`config.mk`:
```
export PLATFORM = sky130hd
export DESIGN_NAME = eep3w_slave
export DESIGN_NICKNAME = d
export VERILOG_FILES = /design/src/rtl/eep3w_pkg.sv /design/src/rtl/eep3w_edge.sv /design/src/rtl/eep3w_timer.sv /design/src/rtl/eep3w_array.sv /design/src/rtl/eep3w_slave.sv
export SDC_FILE = /design/constraint.sdc
export NUM_CORES = 2
export LEC_CHECK = 0
export BUFFER_PORTS_ARGS = -buffer_cell sky130_fd_sc_hd__clkbuf_2
export CORE_MARGIN = 2
export CORE_UTILIZATION = 45
export CTS_CLUSTER_DIAMETER = 50
export DETAILED_ROUTE_END_ITERATION = 7
export PLACE_DENSITY_LB_ADDON = 0.2
export SETUP_SLACK_MARGIN = 0.05
export SYNTH_ARGS = -nofsm -noshare
export SYNTH_HDL_FRONTEND = slang
export SYNTH_SLANG_ARGS = --single-unit
```
`constraint.sdc`:
```
create_clock -name clk -period 3.2 [get_ports clk]
set_clock_uncertainty 0.1 [all_clocks]
set_input_delay 0.32 -clock clk [delete_from_list [all_inputs] [get_ports clk]]
set_output_delay 0.32 -clock clk [all_outputs]
set_load 0.03 [all_outputs]
```
`src/rtl/eep3w_pkg.sv`:
```
package eep3w_pkg;

    typedef enum logic [2:0] {
        S_IDLE,
        S_START,
        S_OP,
        S_ADDR,
        S_DATA,
        S_READ,
        S_STAT,
        S_DONE
    } state_e;

    // two-bit opcode values
    localparam logic [1:0] OP_EXT   = 2'b00;
    localparam logic [1:0] OP_WRITE = 2'b01;
    localparam logic [1:0] OP_READ  = 2'b10;
    localparam logic [1:0] OP_ERASE = 2'b11;

    // sub-command held in the top two address bits of opcode 00
    localparam logic [1:0] EXT_DIS   = 2'b00;
    localparam logic [1:0] EXT_WRALL = 2'b01;
    localparam logic [1:0] EXT_ERALL = 2'b10;
    localparam logic [1:0] EXT_EN    = 2'b11;

endpackage

```
`src/rtl/eep3w_edge.sv`:
```
module eep3w_edge #(
    parameter int unsigned N = 2
) (
    input  logic         clk,
    input  logic         rst_n,
    input  logic [N-1:0] level,
    output logic [N-1:0] rise
);
    logic [N-1:0] prev_q;

    always_ff @(posedge clk or negedge rst_n) begin
        if (!rst_n) prev_q <= '0;
        else        prev_q <= level;
    end

    assign rise = level & ~prev_q;
endmodule

```
`src/rtl/eep3w_timer.sv`:
```
module eep3w_timer #(
    parameter int unsigned CYCLES = 300
) (
    input  logic clk,
    input  logic rst_n,
    input  logic start,
    output logic busy
);
    localparam int unsigned CW = $clog2(CYCLES + 1);

    logic [CW-1:0] cnt_d, cnt_q;

    always_comb begin
        cnt_d = cnt_q;
        if (start)              cnt_d = CW'(CYCLES);
        else if (cnt_q != '0)   cnt_d = cnt_q - 1'b1;
    end

    always_ff @(posedge clk or negedge rst_n) begin
        if (!rst_n) cnt_q <= '0;
        else        cnt_q <= cnt_d;
    end

    assign busy = (cnt_q != '0);
endmodule

```
`src/rtl/eep3w_array.sv`:
```
module eep3w_array #(
    parameter int unsigned AW = 6,
    parameter int unsigned DW = 16
) (
    input  logic          clk,
    input  logic          rst_n,
    input  logic          we,
    input  logic          fill,
    input  logic [AW-1:0] waddr,
    input  logic [DW-1:0] wdata,
    input  logic [DW-1:0] wmask,
    input  logic [AW-1:0] raddr,
    output logic [DW-1:0] rdata
);
    localparam int unsigned WORDS = 1 << AW;

    logic [DW-1:0] mem_q [WORDS];

    for (genvar g = 0; g < WORDS; g++) begin : g_word
        logic          hit;
        logic [DW-1:0] word_d;

        assign hit    = fill | (we & (waddr == AW'(g)));
        assign word_d = (mem_q[g] & ~wmask) | (wdata & wmask);

        always_ff @(posedge clk or negedge rst_n) begin
            if (!rst_n)   mem_q[g] <= '1;
            else if (hit) mem_q[g] <= word_d;
        end
    end

    assign rdata = mem_q[raddr];
endmodule

```
`src/rtl/eep3w_slave.sv`:
```
module eep3w_slave
    import eep3w_pkg::*;
#(
    parameter int unsigned WORD_AW   = 6,
    parameter int unsigned WORD_DW   = 16,
    parameter int unsigned WP_CYCLES = 300
) (
    input  logic clk,
    input  logic rst_n,
    input  logic cs,
    input  logic sk,
    input  logic di,
    input  logic org16,
    output logic dout,
    output logic dout_oe
);
    localparam int unsigned BYTE_AW = WORD_AW + 1;
    localparam int unsigned BYTE_DW = WORD_DW / 2;
    localparam int unsigned CW      = $clog2(WORD_DW + BYTE_AW + 1);

    typedef struct packed {
        state_e               st;
        logic [1:0]           op;
        logic [BYTE_AW-1:0]   addr;
        logic [WORD_DW-1:0]   sr;
        logic [CW-1:0]        cnt;
        logic                 wen;
        logic                 dout;
        logic                 oe;
    } ctl_t;

    ctl_t q, d;

    logic [1:0]         rises;
    logic               cs_rise, sk_rise;
    logic               busy, tstart;
    logic               mem_we, mem_fill;
    logic [WORD_AW-1:0] wr_word, raddr;
    logic [WORD_DW-1:0] wr_data, wr_mask, rdata, read_word;
    logic [BYTE_AW-1:0] addr_sh;
    logic [WORD_DW-1:0] data_sh;
    logic [1:0]         ext_sel;
    logic [CW-1:0]      alen_m1, dlen_m1;
    logic               wen_now;

    function automatic logic [WORD_AW-1:0] word_of(input logic [BYTE_AW-1:0] a,
                                                   input logic x16);
        return x16 ? a[WORD_AW-1:0] : a[BYTE_AW-1:1];
    endfunction

    function automatic logic [WORD_DW-1:0] mask_of(input logic hi, input logic x16);
        if (x16) return '1;
        return hi ? {{BYTE_DW{1'b1}}, {BYTE_DW{1'b0}}}
                  : {{BYTE_DW{1'b0}}, {BYTE_DW{1'b1}}};
    endfunction

    eep3w_edge #(.N(2)) u_edge (
        .clk   (clk),
        .rst_n (rst_n),
        .level ({cs, sk}),
        .rise  (rises)
    );
    assign cs_rise = rises[1];
    assign sk_rise = rises[0];

    eep3w_timer #(.CYCLES(WP_CYCLES)) u_timer (
        .clk   (clk),
        .rst_n (rst_n),
        .start (tstart),
        .busy  (busy)
    );

    eep3w_array #(.AW(WORD_AW), .DW(WORD_DW)) u_array (
        .clk   (clk),
        .rst_n (rst_n),
        .we    (mem_we),
        .fill  (mem_fill),
        .waddr (wr_word),
        .wdata (wr_data),
        .wmask (wr_mask),
        .raddr (raddr),
        .rdata (rdata)
    );

    // serial views of the incoming bit appended to the held fields
    assign addr_sh = {q.addr[BYTE_AW-2:0], di};
    assign data_sh = {q.sr[WORD_DW-2:0], di};
    assign alen_m1 = org16 ? CW'(WORD_AW - 1) : CW'(BYTE_AW - 1);
    assign dlen_m1 = org16 ? CW'(WORD_DW - 1) : CW'(BYTE_DW - 1);
    assign ext_sel = org16 ? addr_sh[WORD_AW-1 -: 2] : addr_sh[BYTE_AW-1 -: 2];
    assign raddr   = word_of(addr_sh, org16);
    assign read_word = org16 ? rdata
                     : {(addr_sh[0] ? rdata[WORD_DW-1 -: BYTE_DW] : rdata[BYTE_DW-1:0]),
                        {BYTE_DW{1'b0}}};

    always_comb begin
        d        = q;
        tstart   = 1'b0;
        mem_we   = 1'b0;
        mem_fill = 1'b0;
        wr_word  = '0;
        wr_data  = '0;
        wr_mask  = '0;

        if (!cs) begin
            d.st   = S_IDLE;
            d.oe   = 1'b0;
            d.dout = 1'b0;
        end else if (cs_rise) begin
            d.addr = '0;
            d.sr   = '0;
            d.op   = '0;
            d.cnt  = '0;
            d.dout = 1'b0;
            if (busy) begin
                d.st = S_STAT;
                d.oe = 1'b1;
            end else begin
                d.st = S_START;
                d.oe = 1'b0;
            end
        end else if (sk_rise) begin
            case (q.st)
                S_START: d.st = di ? S_OP : S_DONE;

                S_OP: begin
                    d.op = {q.op[0], di};
                    if (q.cnt == CW'(1)) begin
                        d.st  = S_ADDR;
                        d.cnt = '0;
                    end else begin
                        d.cnt = q.cnt + 1'b1;
                    end
                end

                S_ADDR: begin
                    d.addr = addr_sh;
                    if (q.cnt == alen_m1) begin
                        d.cnt = '0;
                        d.st  = S_DONE;
                        case (q.op)
                            OP_READ: begin
                                d.st   = S_READ;
                                d.oe   = 1'b1;
                                d.dout = 1'b0;
                                d.sr   = read_word;
                            end
                            OP_WRITE: d.st = S_DATA;
                            OP_ERASE: begin
                                if (q.wen) begin
                                    mem_we  = 1'b1;
                                    wr_word = word_of(addr_sh, org16);
                                    wr_data = '1;
                                    wr_mask = mask_of(addr_sh[0], org16);
                                    tstart  = 1'b1;
                                end
                            end
                            default: begin
                                case (ext_sel)
                                    EXT_EN:  d.wen = 1'b1;
                                    EXT_DIS: d.wen = 1'b0;
                                    EXT_ERALL: begin
                                        if (q.wen) begin
                                            mem_fill = 1'b1;
                                            wr_data  = '1;
                                            wr_mask  = '1;
                                            tstart   = 1'b1;
                                        end
                                    end
                                    default: d.st = S_DATA;
                                endcase
                            end
                        endcase
                    end else begin
                        d.cnt = q.cnt + 1'b1;
                    end
                end

                S_DATA: begin
                    d.sr = data_sh;
                    if (q.cnt == dlen_m1) begin
                        d.st  = S_DONE;
                        d.cnt = '0;
                        if (q.wen) begin
                            tstart  = 1'b1;
                            wr_data = org16 ? data_sh : {2{data_sh[BYTE_DW-1:0]}};
                            if (q.op == OP_WRITE) begin
                                mem_we  = 1'b1;
                                wr_word = word_of(q.addr, org16);
                                wr_mask = mask_of(q.addr[0], org16);
                            end else begin
                                mem_fill = 1'b1;
                                wr_mask  = '1;
                            end
                        end
                    end else begin
                        d.cnt = q.cnt + 1'b1;
                    end
                end

                S_READ: begin
                    if (q.cnt <= dlen_m1) begin
                        d.dout = q.sr[WORD_DW-1];
                        d.sr   = {q.sr[WORD_DW-2:0], 1'b0};
                        d.cnt  = q.cnt + 1'b1;
                    end
                end

                default: ;
            endcase
        end
    end

    always_ff @(posedge clk or negedge rst_n) begin
        if (!rst_n) q <= '0;
        else        q <= d;
    end

    assign wen_now = q.wen;
    assign dout    = (q.st == S_STAT) ? ~busy : q.dout;
    assign dout_oe = q.oe;
endmodule

```
* Word level (Yosys, flattened, before mapping)
Cells that the tools add are included.
** Word-level totals
- Bits in read-only memories :: 0
- Register bits :: 1071
- Bits in latches :: 0
- Input port bits :: 6
- Output and inout port bits :: 2
- RAM bits :: 0
- Memories :: 0
** Operators by class
- Equal/unequal tests :: 91
- Muxes and demuxes :: 123
- Divide/modulo/power cells :: 0
- Multipliers :: 0
- Reduce and logical (&&, ||, !) cells :: 21
- Add/sub/neg operators :: 2
- Shift-type cells :: 0
- Magnitude comparators :: 2
- Bitwise gates (word level) :: 264
** Operators with widths (number)
- $and A16 B16 Y16 :: 65
- $or A16 B16 Y16 :: 64
- $mux W16 :: 27
- $eq A6 B6 Y1 const B :: 32
- $pmux W16 S2 :: 4
- $bmux W16 S6 :: 1
- $eq A6 B5 Y1 const B :: 16
- $mux W6 :: 11
- $and A1 B1 Y1 :: 64
- $or A1 B1 Y1 :: 64
- $eq A6 B4 Y1 const B :: 8
- $pmux W16 S3 :: 1
- $mux W1 :: 44
- $mux W36 :: 1
- $mux W33 :: 1
- $eq A6 B3 Y1 const B :: 4
- $mux W21 :: 1
- $mux W3 :: 7
- $pmux W5 S4 :: 1
- $mux W9 :: 2
- $ne A4 B4 Y1 const B :: 4
- $not A16 Y16 :: 1
- $mux W5 :: 3
- $mux W2 :: 7
- 44 further kinds :: 70

* Longest topological paths before layout
- Depth after elaboration :: 19
- Depth in mapped cells :: 17
- Mapped depth without buffers :: 11

* Hierarchy
A second synthesis with hierarchy kept.
** Unflattened totals
- Cell total of the unflattened synthesis :: 4456
- Area total of the unflattened synthesis :: 55978.7 sq um
** Modules (own cells, without submodules)
- eep3w_array :: seq. area each 26905.8 sq um, cells an instance 4042, times used 1, area an instance 52495.3 sq um
- eep3w_slave :: seq. area each 900.9 sq um, cells an instance 361, times used 1, area an instance 2936.6 sq um
- eep3w_timer :: seq. area each 225.2 sq um, cells an instance 49, times used 1, area an instance 469.2 sq um
- eep3w_edge :: seq. area each 50.0 sq um, cells an instance 4, times used 1, area an instance 77.6 sq um

* Worst setup path after synthesis
No wires, ideal clock.
- Kind :: input to register
- From :: input port org16
- To :: register with a tool-made name
- Cell stages on the path :: 15
- Required time :: 3.018 ns
- Setup slack :: -0.624 ns
- Data arrival time :: 3.641 ns
- Cells stage by stage :: buf_4 buf_2 clkinv_1 clkbuf_1 ha_1 and4b_1 buf_2 nand4_1 o32a_1 nand2b_1 buf_2 o41ai_1 and2_1 buf_2 mux2_2
** RTL lines
- start: declaration :: line eep3w_slave.sv:13 : input logic org16,

* Worst setup path in the final report
- From :: register q (netlist bit addr_sh[2])
- To :: register q (netlist bit data_sh[11])
** On the way
- Cells in the longest elaborated chain, start to end :: 12
** Ends and longest elaborated chain
- start: declaration :: line eep3w_slave.sv:32 : ctl_t q, d;
- start signal: assignment :: line eep3w_slave.sv:215 : if (!rst_n) q <= '0;
- start signal: assignment :: line eep3w_slave.sv:216 : else q <= d;
- $mux W6 (*) :: line eep3w_slave.sv:48 : return x16 ? a[WORD_AW-1:0] : a[BYTE_AW-1:1];
- $not A6 Y7 (implied by the code) (*) :: line eep3w_array.sv:32 : assign rdata = mem_q[raddr];
- $bmux W16 S6 (*) :: line eep3w_array.sv:32
- $mux W16 (implied by the code) (*) (2 in a row) :: line eep3w_array.sv:32
- $mux W8 :: line eep3w_slave.sv:93 : : {(addr_sh[0] ? rdata[WORD_DW-1 -: BYTE_DW] : rdata[BYTE_DW-1:0]),
- $mux W16 (*) :: line eep3w_slave.sv:92 : assign read_word = org16 ? rdata
- $mux W16 (*) :: line eep3w_slave.sv:141 : case (q.op)
- $mux W16 (*) :: line eep3w_slave.sv:138 : if (q.cnt == alen_m1) begin
- $pmux W16 S3 (*) :: line eep3w_slave.sv:123 : case (q.st)
- $mux W36 (*) :: line eep3w_slave.sv:122 : end else if (sk_rise) begin
- $mux W33 (*) :: line eep3w_slave.sv:109 : end else if (cs_rise) begin
Mark *: on every way between the ends. The rest lies on a longest branch, timed or not. The select of a mux whose other input is x is not followed.
A chain may end at the register's enable or synchronous reset.

==> flow_summary_export.csv <==
group,metric,value,unit
clock_tree,path_clk_slew,0.06,ns
timing,final_max_slew_viol_count,0,
yosys,synthDominantCellAreaShare,49.2,%
power_and_ir_drop,power_report.internal_total,24.8,mW
setup_path,crit_top_cell,"sky130_fd_sc_hd__buf_4",
clock_tree,cts-htree-levels,4,
clock_tree,clock-root-buffer,"sky130_fd_sc_hd__clkbuf_16",
global_route,overflow,0,
finish,nFillCells,10700,
global_route,grt_first_pass_wirelength,300000,um
clock_tree,cts_inserted_buffers,135,
routing,routed_wire_length_per_instance,24.5,um
power_and_ir_drop,p_seq_share,39.7,%
power_and_ir_drop,power.share.clock,45.0,%
setup_path,crit_path_cell_trace,"buf_4 > nor2b_4 > buf_12 > buf_12 > a221oi_1 > o221ai_1 > nand3_1 > o21ai_0 > buf_4 > o22ai_1 > buf_4 > a211oi_1 > a22o_1",
yosys,yosys-top-cells-area,"sky130_fd_sc_hd__dfstp_2 49%, sky130_fd_sc_hd__nand2_1 11%, sky130_fd_sc_hd__o21ai_0 8.5%",
finish,finish.net_count,6379,
setup_path,critPathLaunchType,"flop",
clock_tree,cts.sinks,1071,
routing,vias_per_cell,5.99,
clock_tree,tritoncts_clock_tree,"yes",
yosys,synth_commonest_cells,"1587 x sky130_fd_sc_hd__nand2_1, 1024 x sky130_fd_sc_hd__dfstp_2, 928 x sky130_fd_sc_hd__o21ai_0, 416 x sky130_fd_sc_hd__clkbuf_1, 287 x sky130_fd_sc_hd__nand3_1",
yosys,synth-adder-area-share,0.160,%
finish,area_growth_syn_to_layout,23.5,%
global_route,first_global_vias,46300,
finish,final_core_utilization,56.2,%
yosys,synthArstFlopShare,100,%
power_and_ir_drop,switching_share,27.9,%
placement,place_congestion,0.957,
routing,routed_wl,198000,um
routing,num_vias,48400,
power_and_ir_drop,sw_power,9.61,mW
min_path,worst_hold_path_type,"input pin to async pin",
die,row_count,127,
yosys,synth-compound-area-share,20.8,%
timing,post-route-worst-setup-slack,0.0494,ns
global_route,grt_max_degree,106,
run_status,status,"complete, no violations",
timing,setup_tns,0,ns
global_route,initial_antenna_violation_count,3,
timing,worst_slew_pin_slew,0.918,ns
routing,drt_iter0_markers,4806,
placement,dp_hpwl,132000,um
global_route,groute.usage.overall,31.4,%
die,starting_density,45.5,%
yosys,most_area_hungry_cell_type_in_the_yosys_netlist,"sky130_fd_sc_hd__dfstp_2",
setup_path,timing_worst_setup_path_type,"flop to flop",
yosys,syn_nets,6067,
yosys,synth_seq_area_share,51.3,%
setup_path,regToRegSetupSlack,0.05,ns
yosys,simple_gate_share_of_the_synthesized_area,16.8,%
setup_path,crit_arrival,3.72,ns
routing,firstDrtPassIters,5,
timing,fmax,0.317,GHz
timing,final.min_clock_period,3.15,ns
die,io_pins,8,
timing,timing.slew.headroom,38.6,%
setup_path,path_buf_inv,5,
yosys,syn_inst,6054,
timing,setup_viol,0,
setup_path,critical_path.slowest_cell,"sky130_fd_sc_hd__dfrtp_2",
finish,drive_gt1_share,37.2,%
power_and_ir_drop,combPwrFrac,15.3,%
routing,drt_drc_violations_left,0,
power_and_ir_drop,power.density,509,mW/mm^2
yosys,synth.mux.area_fraction,6.88,%
yosys,yosysMostFrequentCell,"sky130_fd_sc_hd__nand2_1",
job,maxCapViolations,0,
routing,detail-route-antenna-nets,0,
yosys,ys_ff_latch,1071,
yosys,ys_warn_count,0,
setup_path,worstPathRequired,3.77,ns
power_and_ir_drop,design_power_total,34.4,mW
placement,dp_slack,-0.165,ns
yosys,synth_xor_xnor_area_share,0.0640,%
timing,final_min_period_over_clock_period,98.5,%
yosys,postSynth.topFlopCell,"sky130_fd_sc_hd__dfstp_2",
setup_path,timing.critical_path.fanout_max,6,
power_and_ir_drop,peak_vdd_ir,0.546,mV
power_and_ir_drop,leakage,24.8,nW
die,floorplan.die.height,353,um
setup_path,timing.critical_path.slowest_cell_delay,0.48,ns
yosys,synth_area_per_inst,9.04,um^2
clock_tree,cts_max_path_buffers,3,
yosys,netlist_area,0.0547,mm^2
setup_path,timing.critical_path.max_delay_family,"compound AO/OA/AOI/OAI gates",
die,core_region_area,0.120,mm^2
placement,io_buffer_count,7,
die,die_width,353,um
timing,final-hold-violation-count,0,
clock_tree,clock_latency,0.79,ns
setup_path,worstSetupEndpointType,"flop",
yosys,synth_top_family_by_area,"compound AO/OA/AOI/OAI gates",
die,dieArea,0.124,mm^2
yosys,synth_cell_type_count,88,
timing,grt_setup_unrepaired,"yes",
yosys,number_of_synthesized_flops_with_an_enable_pin,0,
[worst register-to-register path, stage by stage, from the launching register on]
cell and delay, ns:
sky130_fd_sc_hd__dfrtp_2 0.48, sky130_fd_sc_hd__buf_4 0.17, sky130_fd_sc_hd__nor2b_4 0.15, sky130_fd_sc_hd__buf_12 0.14, sky130_fd_sc_hd__buf_12 0.13, sky130_fd_sc_hd__a221oi_1 0.30
sky130_fd_sc_hd__o221ai_1 0.30, sky130_fd_sc_hd__nand3_1 0.20, sky130_fd_sc_hd__o21ai_0 0.10, sky130_fd_sc_hd__buf_4 0.17, sky130_fd_sc_hd__o22ai_1 0.35, sky130_fd_sc_hd__buf_4 0.20
sky130_fd_sc_hd__a211oi_1 0.07, sky130_fd_sc_hd__a22o_1 0.18
[worst paths after layout]
| check | from | end | depth (start not counted) |
|---|---|---|---|
| setup / recovery | addr_sh[2]$_DFFE_PN0P_ | data_sh[11]$_DFFE_PN0P_ | 13 |
| hold / removal | rst_n | u_timer.cnt_q[1]$_DFFE_PN0P_ | 2 |
| setup reg to reg | addr_sh[2]$_DFFE_PN0P_ | data_sh[11]$_DFFE_PN0P_ | 13 |
| hold reg to reg | flop | flop | 2 |
| max in group asynchronous | rst_n | async pin | 3 |
| min in group clk | sk | u_edge.prev_q[0]$_DFF_PN0_ | 2 |
[what timing repair did]
action,4_1_cts,5_1_grt
hold endpoints to repair,82,0
resized for setup,15,164
pin swaps,4,27
hold buffers,3,0
cloned,1,4
endpoints found under the setup margin,205,902
buffers inserted,3,33
[cell usage in the layout (no fill, tap or decap), types with 32 or more instances in the layout]
| cell type | Yosys | routed |
|---|---|---|
| sky130_fd_sc_hd__dfrtp_1 | 47 | 42 |
| sky130_fd_sc_hd__a22oi_1 | 44 | 41 |
| sky130_fd_sc_hd__a31oi_1 | 43 | 40 |
| sky130_fd_sc_hd__buf_12 | 0 | 148 |
| sky130_fd_sc_hd__clkbuf_16 | 0 | 140 |
| sky130_fd_sc_hd__nor2b_1 | 36 | 32 |
| sky130_fd_sc_hd__a221oi_1 | 186 | 185 |
| sky130_fd_sc_hd__o21ai_0 | 928 | 868 |
| sky130_fd_sc_hd__a21oi_1 | 241 | 213 |
| sky130_fd_sc_hd__nor2_1 | 124 | 108 |
| sky130_fd_sc_hd__o21ai_1 | 159 | 204 |
| sky130_fd_sc_hd__mux2i_1 | 57 | 53 |
| sky130_fd_sc_hd__mux2_2 | 226 | 211 |
| sky130_fd_sc_hd__buf_4 | 3 | 522 |
| sky130_fd_sc_hd__nand3_1 | 287 | 286 |
| sky130_fd_sc_hd__o22ai_1 | 58 | 58 |
| sky130_fd_sc_hd__dfstp_2 | 1024 | 1024 |
| sky130_fd_sc_hd__nand2_1 | 1587 | 1561 |
| sky130_fd_sc_hd__o221ai_1 | 63 | 63 |
[power groups by stage]
stage          Sequential (mW)  Combinational [mW]  Clock (mW)
4_1_cts                   13.7                5.12        15.7
2_1_floorplan             13.8                2.29           0
5_1_grt                   13.7                5.53        16.3
6_report                  13.7                5.27        15.5
3_3_place_gp              13.9                5.07           0
3_5_place_dp              13.9                5.09           0
[routing by layer]
layer | wire, um | track usage [%] | vias to the layer above
li1 | - | - | 22200
met1 | 84400 | 42.7 | 23900
met2 | 90900 | 49.3 | 1864
met3 | 13200 | 4.71 | 434
met4 | 9430 | 14.8 | 0
met5 | 0 | 0 | -
[cell type report]
cell class / instances / area, um^2 / share of cell area, %
clock inverters: 58 / 683 / 1.01
multi-input cells: 4427 / 25600 / 37.9
inverters: 30 / 128 / 0.189
well taps: 1612 / 2020 / 2.98
diodes: 2 / 5.00 / 0.00740
repair buffers: 701 / 7240 / 10.7
clock buffers: 178 / 3830 / 5.67
flip-flops and latches: 1071 / 28100 / 41.5
[through the flow]
stage,hold slack (ns),cells,cell area (um^2)
CTS,0.0718,8040,66800
finish,0.101,8079,67600
detailed placement,0.308,7797,62100
global route,0.126,8077,67600
global placement,0.306,7797,62100
floorplan,-0.0756,6054,55400
[logic make-up (layout without fill, tap and decap cells)]
family | Yosys count | count (layout)
mux | 312 | 315
other cells | 0 | 2
xor+xnor | 4 | 4
compound gates | 1901 | 1901
simple gates | 2199 | 2200
fa+ha+maj | 7 | 7
buf+inv | 560 | 967
flops | 1071 | 1071
No activity file was read; power rests on OpenSTA's default activity.
